$ cat config.mk
export PLATFORM = sky130hd
export DESIGN_NAME = nvm_block_writer
export DESIGN_NICKNAME = d
export VERILOG_FILES = /design/src/rtl/nvm_seq_pkg.sv /design/src/rtl/nvm_unlock_fsm.sv /design/src/rtl/nvm_latch_buf.sv /design/src/rtl/nvm_array_model.sv /design/src/rtl/nvm_block_writer.sv
export SDC_FILE = /design/constraint.sdc
export NUM_CORES = 2
export LEC_CHECK = 0
export BUFFER_PORTS_ARGS = -buffer_cell sky130_fd_sc_hd__buf_2
export CAP_MARGIN = 15
export CORE_ASPECT_RATIO = 1.4
export CORE_MARGIN = 2
export CORE_UTILIZATION = 55
export CTS_BUF_LIST = sky130_fd_sc_hd__clkbuf_4
export DETAILED_ROUTE_END_ITERATION = 10
export PLACE_DENSITY = 0.73
export SLEW_MARGIN = 15
export SYNTH_ARGS = -nofsm -noshare
export SYNTH_HDL_FRONTEND = slang
export SYNTH_SLANG_ARGS = --single-unit
$ cat constraint.sdc
create_clock -name clk -period 2.6 [get_ports clk]
set_input_delay 0.26 -clock clk [delete_from_list [all_inputs] [get_ports clk]]
set_output_delay 0.26 -clock clk [all_outputs]
set_load 0.1 [all_outputs]
$ cat src/rtl/nvm_seq_pkg.sv
package nvm_seq_pkg;
  localparam int DW = 16;
  localparam logic [DW-1:0] KEY_FIRST  = 16'h0055;
  localparam logic [DW-1:0] KEY_SECOND = 16'h00AA;
  localparam logic [3:0]    OP_BLOCK   = 4'hA;
  localparam int B_START = 15;
  localparam int B_WREN  = 14;
  localparam int B_ERR   = 13;
  localparam int B_DONE  = 12;

  typedef enum logic [1:0] {
    REG_CTRL = 2'd0,
    REG_KEY  = 2'd1,
    REG_ADDR = 2'd2,
    REG_NONE = 2'd3
  } reg_sel_e;

  typedef enum logic [1:0] {
    UL_IDLE  = 2'd0,
    UL_HALF  = 2'd1,
    UL_ARMED = 2'd2
  } unlock_e;
endpackage

$ cat src/rtl/nvm_unlock_fsm.sv
module nvm_unlock_fsm
  import nvm_seq_pkg::*;
(
  input  logic          clk,
  input  logic          rst_n,
  input  logic          acc,
  input  logic          key_wr,
  input  logic [DW-1:0] wdata,
  output logic          armed
);
  unlock_e st_q, st_d;

  always_comb begin
    st_d = st_q;
    if (acc) begin
      case (st_q)
        UL_IDLE: st_d = (key_wr && wdata == KEY_FIRST) ? UL_HALF : UL_IDLE;
        UL_HALF: st_d = (key_wr && wdata == KEY_SECOND) ? UL_ARMED : UL_IDLE;
        default: st_d = UL_IDLE;
      endcase
    end
  end

  always_ff @(posedge clk or negedge rst_n) begin
    if (!rst_n) st_q <= UL_IDLE;
    else        st_q <= st_d;
  end

  assign armed = (st_q == UL_ARMED);
endmodule

$ cat src/rtl/nvm_latch_buf.sv
module nvm_latch_buf
  import nvm_seq_pkg::*;
#(
  parameter int LATCHES = 16,
  parameter int AW      = 6,
  localparam int LW     = $clog2(LATCHES)
)(
  input  logic                  clk,
  input  logic                  rst_n,
  input  logic                  wr_en,
  input  logic [AW-1:0]         wr_addr,
  input  logic [DW-1:0]         wdata,
  input  logic                  clear,
  output logic [LATCHES*DW-1:0] latch_flat,
  output logic                  full,
  output logic [AW-1:0]         cap_addr
);
  logic [LW-1:0]      wr_idx;
  logic [LATCHES-1:0] loaded_q;

  assign wr_idx = wr_addr[LW-1:0];

  for (genvar g = 0; g < LATCHES; g++) begin : g_slot
    logic [DW-1:0] q;
    always_ff @(posedge clk or negedge rst_n) begin
      if (!rst_n)                             q <= '0;
      else if (wr_en && wr_idx == LW'(g))     q <= wdata;
    end
    assign latch_flat[g*DW +: DW] = q;
  end

  always_ff @(posedge clk or negedge rst_n) begin
    if (!rst_n) begin
      loaded_q <= '0;
      cap_addr <= '0;
    end else if (clear) begin
      loaded_q <= '0;
    end else if (wr_en) begin
      loaded_q[wr_idx] <= 1'b1;
      cap_addr         <= wr_addr;
    end
  end

  assign full = &loaded_q;
endmodule

$ cat src/rtl/nvm_array_model.sv
module nvm_array_model
  import nvm_seq_pkg::*;
#(
  parameter int            DEPTH   = 64,
  parameter int            LATCHES = 16,
  parameter logic [DW-1:0] ERASED  = 16'hFFFF,
  localparam int           AW      = $clog2(DEPTH)
)(
  input  logic                  clk,
  input  logic                  rst_n,
  input  logic                  commit,
  input  logic [AW-1:0]         base,
  input  logic [LATCHES*DW-1:0] latch_flat,
  input  logic [AW-1:0]         rd_addr,
  output logic [DW-1:0]         rd_data
);
  logic [DW-1:0] mem [DEPTH];

  always_ff @(posedge clk or negedge rst_n) begin
    if (!rst_n) begin
      for (int i = 0; i < DEPTH; i++) mem[i] <= ERASED;
    end else if (commit) begin
      for (int j = 0; j < LATCHES; j++)
        mem[base + AW'(j)] <= latch_flat[j*DW +: DW];
    end
  end

  assign rd_data = mem[rd_addr];
endmodule

$ cat src/rtl/nvm_block_writer.sv
module nvm_block_writer
  import nvm_seq_pkg::*;
#(
  parameter int  DEPTH       = 64,
  parameter int  LATCHES     = 16,
  parameter int  PROG_CYCLES = 20,
  parameter int  PWRT_CYCLES = 64,
  localparam int AW          = $clog2(DEPTH)
)(
  input  logic          clk,
  input  logic          rst_n,
  input  logic          bus_valid,
  output logic          bus_ready,
  input  logic          bus_write,
  input  logic          bus_tbl,
  input  logic [AW-1:0] bus_addr,
  input  logic [DW-1:0] bus_wdata,
  output logic [DW-1:0] bus_rdata,
  output logic          busy,
  output logic          done
);
  localparam int LW  = $clog2(LATCHES);
  localparam int PCW = $clog2(PROG_CYCLES + 1);
  localparam int TCW = $clog2(PWRT_CYCLES + 1);

  logic                  busy_q, wren_q, err_q, done_q;
  logic [3:0]            op_q;
  logic [PCW-1:0]        prog_cnt;
  logic [TCW-1:0]        pwrt_cnt;
  logic                  armed, full;
  logic [AW-1:0]         cap_addr, base;
  logic [LATCHES*DW-1:0] latch_flat;
  logic [DW-1:0]         arr_rd;
  reg_sel_e              sel;
  logic acc, tbl_wr, key_wr, ctrl_wr, ctrl_plain, start_req;
  logic pwr_ok, start_ok, accept, reject, finish;

  assign bus_ready  = !busy_q;
  assign acc        = bus_valid && bus_ready;
  assign sel        = reg_sel_e'(bus_addr[1:0]);
  assign tbl_wr     = acc && bus_write && bus_tbl;
  assign key_wr     = acc && bus_write && !bus_tbl && (sel == REG_KEY);
  assign ctrl_wr    = acc && bus_write && !bus_tbl && (sel == REG_CTRL);
  assign start_req  = ctrl_wr && bus_wdata[B_START];
  assign ctrl_plain = ctrl_wr && !bus_wdata[B_START];
  assign pwr_ok     = (pwrt_cnt == '0);
  assign start_ok   = armed && wren_q && (op_q == OP_BLOCK) && full;
  assign accept     = start_req && pwr_ok && start_ok;
  assign reject     = start_req && pwr_ok && !start_ok;
  assign finish     = busy_q && (prog_cnt == '0);
  assign base       = {cap_addr[AW-1:LW], {LW{1'b0}}};

  nvm_unlock_fsm u_unlock (
    .clk    (clk),
    .rst_n  (rst_n),
    .acc    (acc),
    .key_wr (key_wr),
    .wdata  (bus_wdata),
    .armed  (armed)
  );

  nvm_latch_buf #(.LATCHES(LATCHES), .AW(AW)) u_latch (
    .clk        (clk),
    .rst_n      (rst_n),
    .wr_en      (tbl_wr),
    .wr_addr    (bus_addr),
    .wdata      (bus_wdata),
    .clear      (finish),
    .latch_flat (latch_flat),
    .full       (full),
    .cap_addr   (cap_addr)
  );

  nvm_array_model #(.DEPTH(DEPTH), .LATCHES(LATCHES)) u_array (
    .clk        (clk),
    .rst_n      (rst_n),
    .commit     (finish),
    .base       (base),
    .latch_flat (latch_flat),
    .rd_addr    (bus_addr),
    .rd_data    (arr_rd)
  );

  // power-up hold-off
  always_ff @(posedge clk or negedge rst_n) begin
    if (!rst_n)       pwrt_cnt <= TCW'(PWRT_CYCLES);
    else if (!pwr_ok) pwrt_cnt <= pwrt_cnt - 1'b1;
  end

  // programming interval
  always_ff @(posedge clk or negedge rst_n) begin
    if (!rst_n) begin
      busy_q   <= 1'b0;
      prog_cnt <= '0;
    end else if (accept) begin
      busy_q   <= 1'b1;
      prog_cnt <= PCW'(PROG_CYCLES - 1);
    end else if (finish) begin
      busy_q   <= 1'b0;
    end else if (busy_q) begin
      prog_cnt <= prog_cnt - 1'b1;
    end
  end

  // control fields
  always_ff @(posedge clk or negedge rst_n) begin
    if (!rst_n) begin
      wren_q <= 1'b0;
      err_q  <= 1'b0;
      done_q <= 1'b0;
      op_q   <= '0;
    end else begin
      if (ctrl_plain) begin
        wren_q <= bus_wdata[B_WREN];
        op_q   <= bus_wdata[3:0];
        err_q  <= err_q & bus_wdata[B_ERR];
        done_q <= done_q & bus_wdata[B_DONE];
      end
      if (reject) err_q  <= 1'b1;
      if (accept) done_q <= 1'b0;
      if (finish) done_q <= 1'b1;
    end
  end

  always_comb begin
    bus_rdata = '0;
    if (bus_tbl) begin
      bus_rdata = arr_rd;
    end else begin
      case (sel)
        REG_CTRL: bus_rdata = {busy_q, wren_q, err_q, done_q, 8'h00, op_q};
        REG_ADDR: bus_rdata = {{(DW-AW){1'b0}}, cap_addr};
        default:  bus_rdata = '0;
      endcase
    end
  end

  assign busy = busy_q;
  assign done = done_q;
endmodule

# Yosys cells after proc, flatten, opt, wreduce, memory -nomap -nowiden
# Index checks and enable logic that the tools add are counted.
# totals
inputBits	27
word_cells	323
reg_bits	1324
# op_classes
n_bitwise	21
n_eq_ne	23
addsub	17
reduce_logical	67
muxes	70
magnitude_cmp	35
# ops
op	n
1024-bit bitwise mux	16
16-bit demux with 6-bit select	16
16-bit 2-to-1 mux	21
7-bit >= comparator (second input constant)	17
6-bit NOT with 7-bit output	17
7-bit by 1-bit less-than comparator with 1-bit output (second input constant)	16
16-bit binary-select mux with 6-bit select	1
1-bit logical AND	50
6-bit by 4-bit adder with 6-bit output (second input constant)	8
4-bit == test (second input constant)	9
16-bit case mux with 2 select lines	1
6-bit by 3-bit adder with 6-bit output (second input constant)	4
16-bit by 7-bit == test with 1-bit output (second input constant)	1
16-bit by 8-bit == test with 1-bit output (second input constant)	1
4-bit by 3-bit == test with 1-bit output (second input constant)	4
16-bit OR	1
16-bit AND reduction	1
5-bit 2-to-1 mux	3
6-bit by 2-bit adder with 6-bit output (second input constant)	2
1-bit 2-to-1 mux	9
4-bit by 2-bit == test with 1-bit output (second input constant)	2
2-bit nonzero test	4
7-bit zero test	1
7-bit by 1-bit subtractor with 7-bit output (second input constant)	1
other kinds (19)	27

# Depth between registers and ports, before layout
# depth
ltp_word	21
depth_mapped	11
ltp_nobuf	7

# Modules after synthesis
# From an unflattened synthesis, not the netlist that was laid out.
# unflattened
hier_cells	26030
hier_area_um2	188269.3
# by_module_without_submodules
mod	seq_area_each_um2	instances	cells_each	area_per_inst_um2
nvm_array_model	26905.8	1	25247	176412.9
nvm_latch_buf	6956.7	1	633	10487.6
nvm_block_writer	501.7	1	133	1201.2
nvm_unlock_fsm	50.0	1	17	167.7

# Least setup slack after synthesis
# Ideal clock, no wire load.
# synth_timing
kind	input -> output
startpoint	input bus_addr[0]
endpoint	output bus_rdata[5]
n_path_buf	5
t_required_ns	2.340
path_stages	9
path_slack_ns	-2.697
t_arrival_ns	5.037
path_cell_list	buf_2 buf_6 buf_4 buf_2 nand3b_1 buf_2 o22ai_1 a2111oi_0 o311ai_0
# synth_between
elab_chain_cells	5
# synth_lines
element	line	source
start, declared	nvm_block_writer.sv:16	input logic [AW-1:0] bus_addr,
6-bit NOT with 7-bit output (implied by the code)	nvm_array_model.sv:28	assign rd_data = mem[rd_addr];
16-bit binary-select mux with 6-bit select	nvm_array_model.sv:28	
16-bit 2-to-1 mux (implied by the code) (2 in a row)	nvm_array_model.sv:28	
16-bit 2-to-1 mux *	nvm_block_writer.sv:127	if (bus_tbl) begin
end, declared	nvm_block_writer.sv:18	output logic [DW-1:0] bus_rdata,
# Every way passes the cells marked *; elsewhere a longest branch is shown, timed or not. The select of a mux whose other input is x is not followed.

# Worst setup path in the final report
# layout_timing
startpoint	register u_array.mem[422] in the netlist's numbering
endpoint	output bus_rdata[6]
# layout_between
elab_chain_cells	4
# layout_lines
element	line	source
start, declared	nvm_array_model.sv:17	logic [DW-1:0] mem [DEPTH];
start signal, assigned by index	nvm_array_model.sv:24	mem[base + AW'(j)] <= latch_flat[j*DW +: DW];
16-bit binary-select mux with 6-bit select	nvm_array_model.sv:28	
16-bit 2-to-1 mux (implied by the code) (2 in a row)	nvm_array_model.sv:28	
16-bit 2-to-1 mux	nvm_block_writer.sv:127	
# No other way between the ends. The select of a mux whose other input is x is not followed.

==> metrics.md <==
| Metric | Value |
|---|---|
| Status | finished with violations |
| Failing checks | negative setup slack |
| TritonCTS clock tree | yes |
| Gpl congestion | 0.839 |
| Total GRT Usage | roughly a third |
| FF-to-FF End | u_array.mem[918] |
| CP Capture Type | output pin |
| Critical Path Source Type | flip-flop |
| Placed Cells | 5,194 |
| Ys flop type | dfstp_2 |
| Post-synth EDFFs | 0 |
| Worst Path Required | between 2 and 2.5 ns |
| Vias in the first global route | 39,800 |
| Cts bufs inserted | ~340 |
| Worst slack at placement | -0.318 ns |
| Max-slew violation count | 0 |
| Vias | between 30,000 and 40,000 |
| Final std cell area, no fill | 75,500 um2 |
| Setup WS post-layout | -0.987 ns |
| Leak | 31.9 nW |
| R2R Path Start | prog_cnt[0] |
| FF-to-FF path depth | 12 |
| Top-area cell type share of the netlist area | between 40% and 50% |
| # DRC | 0 |
| Slowest Stage Delay on Critical Path | 0.51 ns |
| Kind of critical path | flip-flop to output pin |
| Grt total ovfl | 0 |
| Vias per inst | 6.15 |
| Post-synthesis cell type count | 69 |
| Sequential-to-total area share from yosys stat | 58.0% |
| Minimum clock period | 3.59 ns |
| Ys Warns | 0 |
| Most frequent cell on the critical path | mux4_2 |
| Syn avg cell area | approximately 16 um2 |
| CP bufs+invs | 1 |
| DRT Wirelength | about 180 mm |
| Synthesized Nets | 3,643 |
| Rows | 142 |
| Gate family responsible for the most delay along the worst path | multiplexers |
| Starting Density | 55.5% |
| FMAX | 279 MHz |
| Synthesis-to-finish area growth | 27.3% |
| Crit-path slowest cell | mux4_2 |
| Clk_lat worst skew | 1.30 ns |
| Fin cells | 5,989 |
| Top cells by count, synth | dfstp_2 (1,025), mux2_2 (962), mux2_1 (337) |
| Root Buffer | clkbuf_4 |
| Fillcell total | about 6,700 |
| Dpl hpwl | 103 mm |
| Crit path to | bus_rdata[6] |
| Max Clock Skew | 0.117 ns |
| Detailed Routing Iterations Pass 1 | 5 |
| Placed inst area | 64,900 um2 |
| Crit path launch | u_array.mem[422] |
| Synth area leader | dfstp_2 |
| Port bufs | 45 |
| DRT antenna net count | 0 |
| H-tree depth | 5 |
| PwrDens | 563 nW/um2 |
| Syn Inst Count | 3,613 |
| Most common cell in the synthesized netlist | dfstp_2 |
| Clock Pin Slew Worst Setup and Hold Paths | 0.07 ns |
| DR WL/cell | 29.6 um |
| Slew HR | 42.6% |
| Endpoints failing hold | 0 |
| Asr flop ratio synth | 100% |
| Die X | 282 um |
| Max Buffers Root-to-Sink | 4 |
| CP Data Arrival Time | between 3 and 4 ns |
| Peak supply drop | 439 uV |
| I/O pins | 46 |
| Critical path cell sequence | mux4_2 > mux4_2 > nand2_2 > o21ai_2 > a211o_1 > buf_12 |
| Crit-path max FO | 2 |
| Cell Area, Synth | roughly 60,000 um2 |
| #FFs+latches synth | 1,324 |
| Largest net degree at the start of global routing | 123 |
| Stages on the worst setup path | 6 |
| Measured slew at the worst slew-check pin | 0.859 ns |
| Starting DRT DRC Count | 2,748 |
| RSZ-0062 raised after global routing | yes |
| CTS Sinks | 1,324 |
| Dominant cells by area after synthesis | dfstp_2 (45%), mux2_2 (18%), dfrtp_1 (13%), mux4_2 (8.3%), mux2_1 (6.4%) |
| Antenna violations before repair | 4 |
| Die area | 111,000 um2 |
| Nets | 4,321 |
| Max Cap Viol | 0 |
| Final period utilization | 138% |
| R2R Setup Slk | -0.35 ns |
| Worst min path class | primary input to flip-flop |
| Share of cells above drive strength 1 | 81.8% |
| Core Box Area | 107,000 um2 |
| First-pass GRT wire length | 257 mm |
| # setup viols final | 763 |
| Die Y | 393 um |
==> layer usage <==
metal | global-route usage [%] | up-vias | routed length, um
li1 | - | 15100 | -
met1 | 39.2 | 19800 | 69000
met2 | 52.1 | 1436 | 85700
met3 | 6.60 | 548 | 10900
met4 | 17.0 | 2 | 11400
met5 | 0 | - | 11
==> metrics by stage <==
stage               util (%)  total power [mW]  TNS [ns]  hold slack, ns
floorplan                  -              22.9    -13.84         -0.0356
detailed placement      60.7              24.5    -77.66           0.214
global route            70.6              44.1   -205.44           0.107
CTS                     68.9              42.6   -157.22          0.0313
finish                  70.6              42.5   -171.84           0.145
global placement        60.7              24.4    -40.32           0.211
==> registers in the layout (all words and copies together) (netlist names) <==
name	cells
busy	1
u_unlock.st_q	2
u_latch.g_slot.q	256
pwrt_cnt	7
done	1
wren_q	1
u_latch.loaded_q	16
u_latch.cap_addr	6
err_q	1
u_array.mem	1024
prog_cnt	5
op_q	4
==> final cells by class <==
type / instances / area (um2) / share of cell area [%]
Clock inverter: 69 / 367 / 0.486
Inverter: 15 / 68.8 / 0.0912
Antenna cell: 2 / 5.00 / 0.00663
Sequential cell: 1324 / 34400 / 45.6
Multi-Input combinational cell: 2020 / 26400 / 35.0
Tap cell: 1440 / 1800 / 2.39
Clock buffer: 527 / 3960 / 5.24
Timing Repair Buffer: 592 / 8430 / 11.2
==> cell usage in the layout, fill, tap and decap left out, types with 13 or more instances in the layout <==
master and n:
buf_6 34, a21oi_1 14, dfstp_2 1025, mux2_4 758, a22o_1 15, clkbuf_4 527, nand2_2 13, clkinv_1 58
dlygate4sd3_1 35, buf_4 215, o221ai_1 20, clkbuf_16 24, o211ai_1 13, buf_2 22, buf_12 185, o22ai_1 13
mux2i_1 111, dfrtp_1 298, a221o_1 18, nand2_1 49, mux4_2 219, buf_8 35, nor2_1 40, mux2_2 540
buf_16 41
==> kinds of logic after synthesis <==
family | count (synthesis) | share of synthesized area [%]
muxes | 1631 | 34.9
DFF | 1324 | 58.0
buffers and inverters | 269 | 2.84
AOI/OAI and AO/OA | 193 | 2.49
and+or+nand+nor | 185 | 1.58
xor gates and xnor gates | 8 | 0.118
adders and majority gates | 3 | 0.0633
==> timing repair <==
action                                  4_1_cts  5_1_grt
hold buffers                                 38        0
hold endpoints to repair                   1617        0
pin swaps                                    39       20
cloned                                       57       28
endpoints found under the setup margin      785      880
setup buffers                                79       65
gates resized for setup                     438      489
==> power by group <==
| group | total [mW] | leakage [nW] | internal [mW] | switching (mW) |
|---|---|---|---|---|
| clock | 18.1 | 2.60 | 9.57 | 8.54 |
| combinational | 2.60 | 14.7 | 1.04 | 1.55 |
| sequential | 21.8 | 14.6 | 21.1 | 0.647 |
| total | 42.5 | 31.9 | 31.7 | 10.7 |
==> tightest hold or removal path: stages <==
cell and delay (ns):
dlygate4sd3_1 0.53, buf_2 0.29, o21ai_0 0.23, o21ai_0 0.08
==> worst min path at each step <==
stage               slack (ns)           from                      to  depth (start not counted)
floorplan                -0.04          rst_n                    done                          0
global placement          0.21          rst_n  u_latch.g_slot[2].q[8]                          1
detailed placement        0.21          rst_n  u_latch.g_slot[2].q[8]                          1
CTS                       0.03  bus_wdata[13]                   err_q                          4
global route              0.11    bus_addr[3]     u_latch.cap_addr[3]                          7
finish                    0.14  bus_wdata[13]                   err_q                          4
Note: power is estimated with default switching activity, not from simulation.
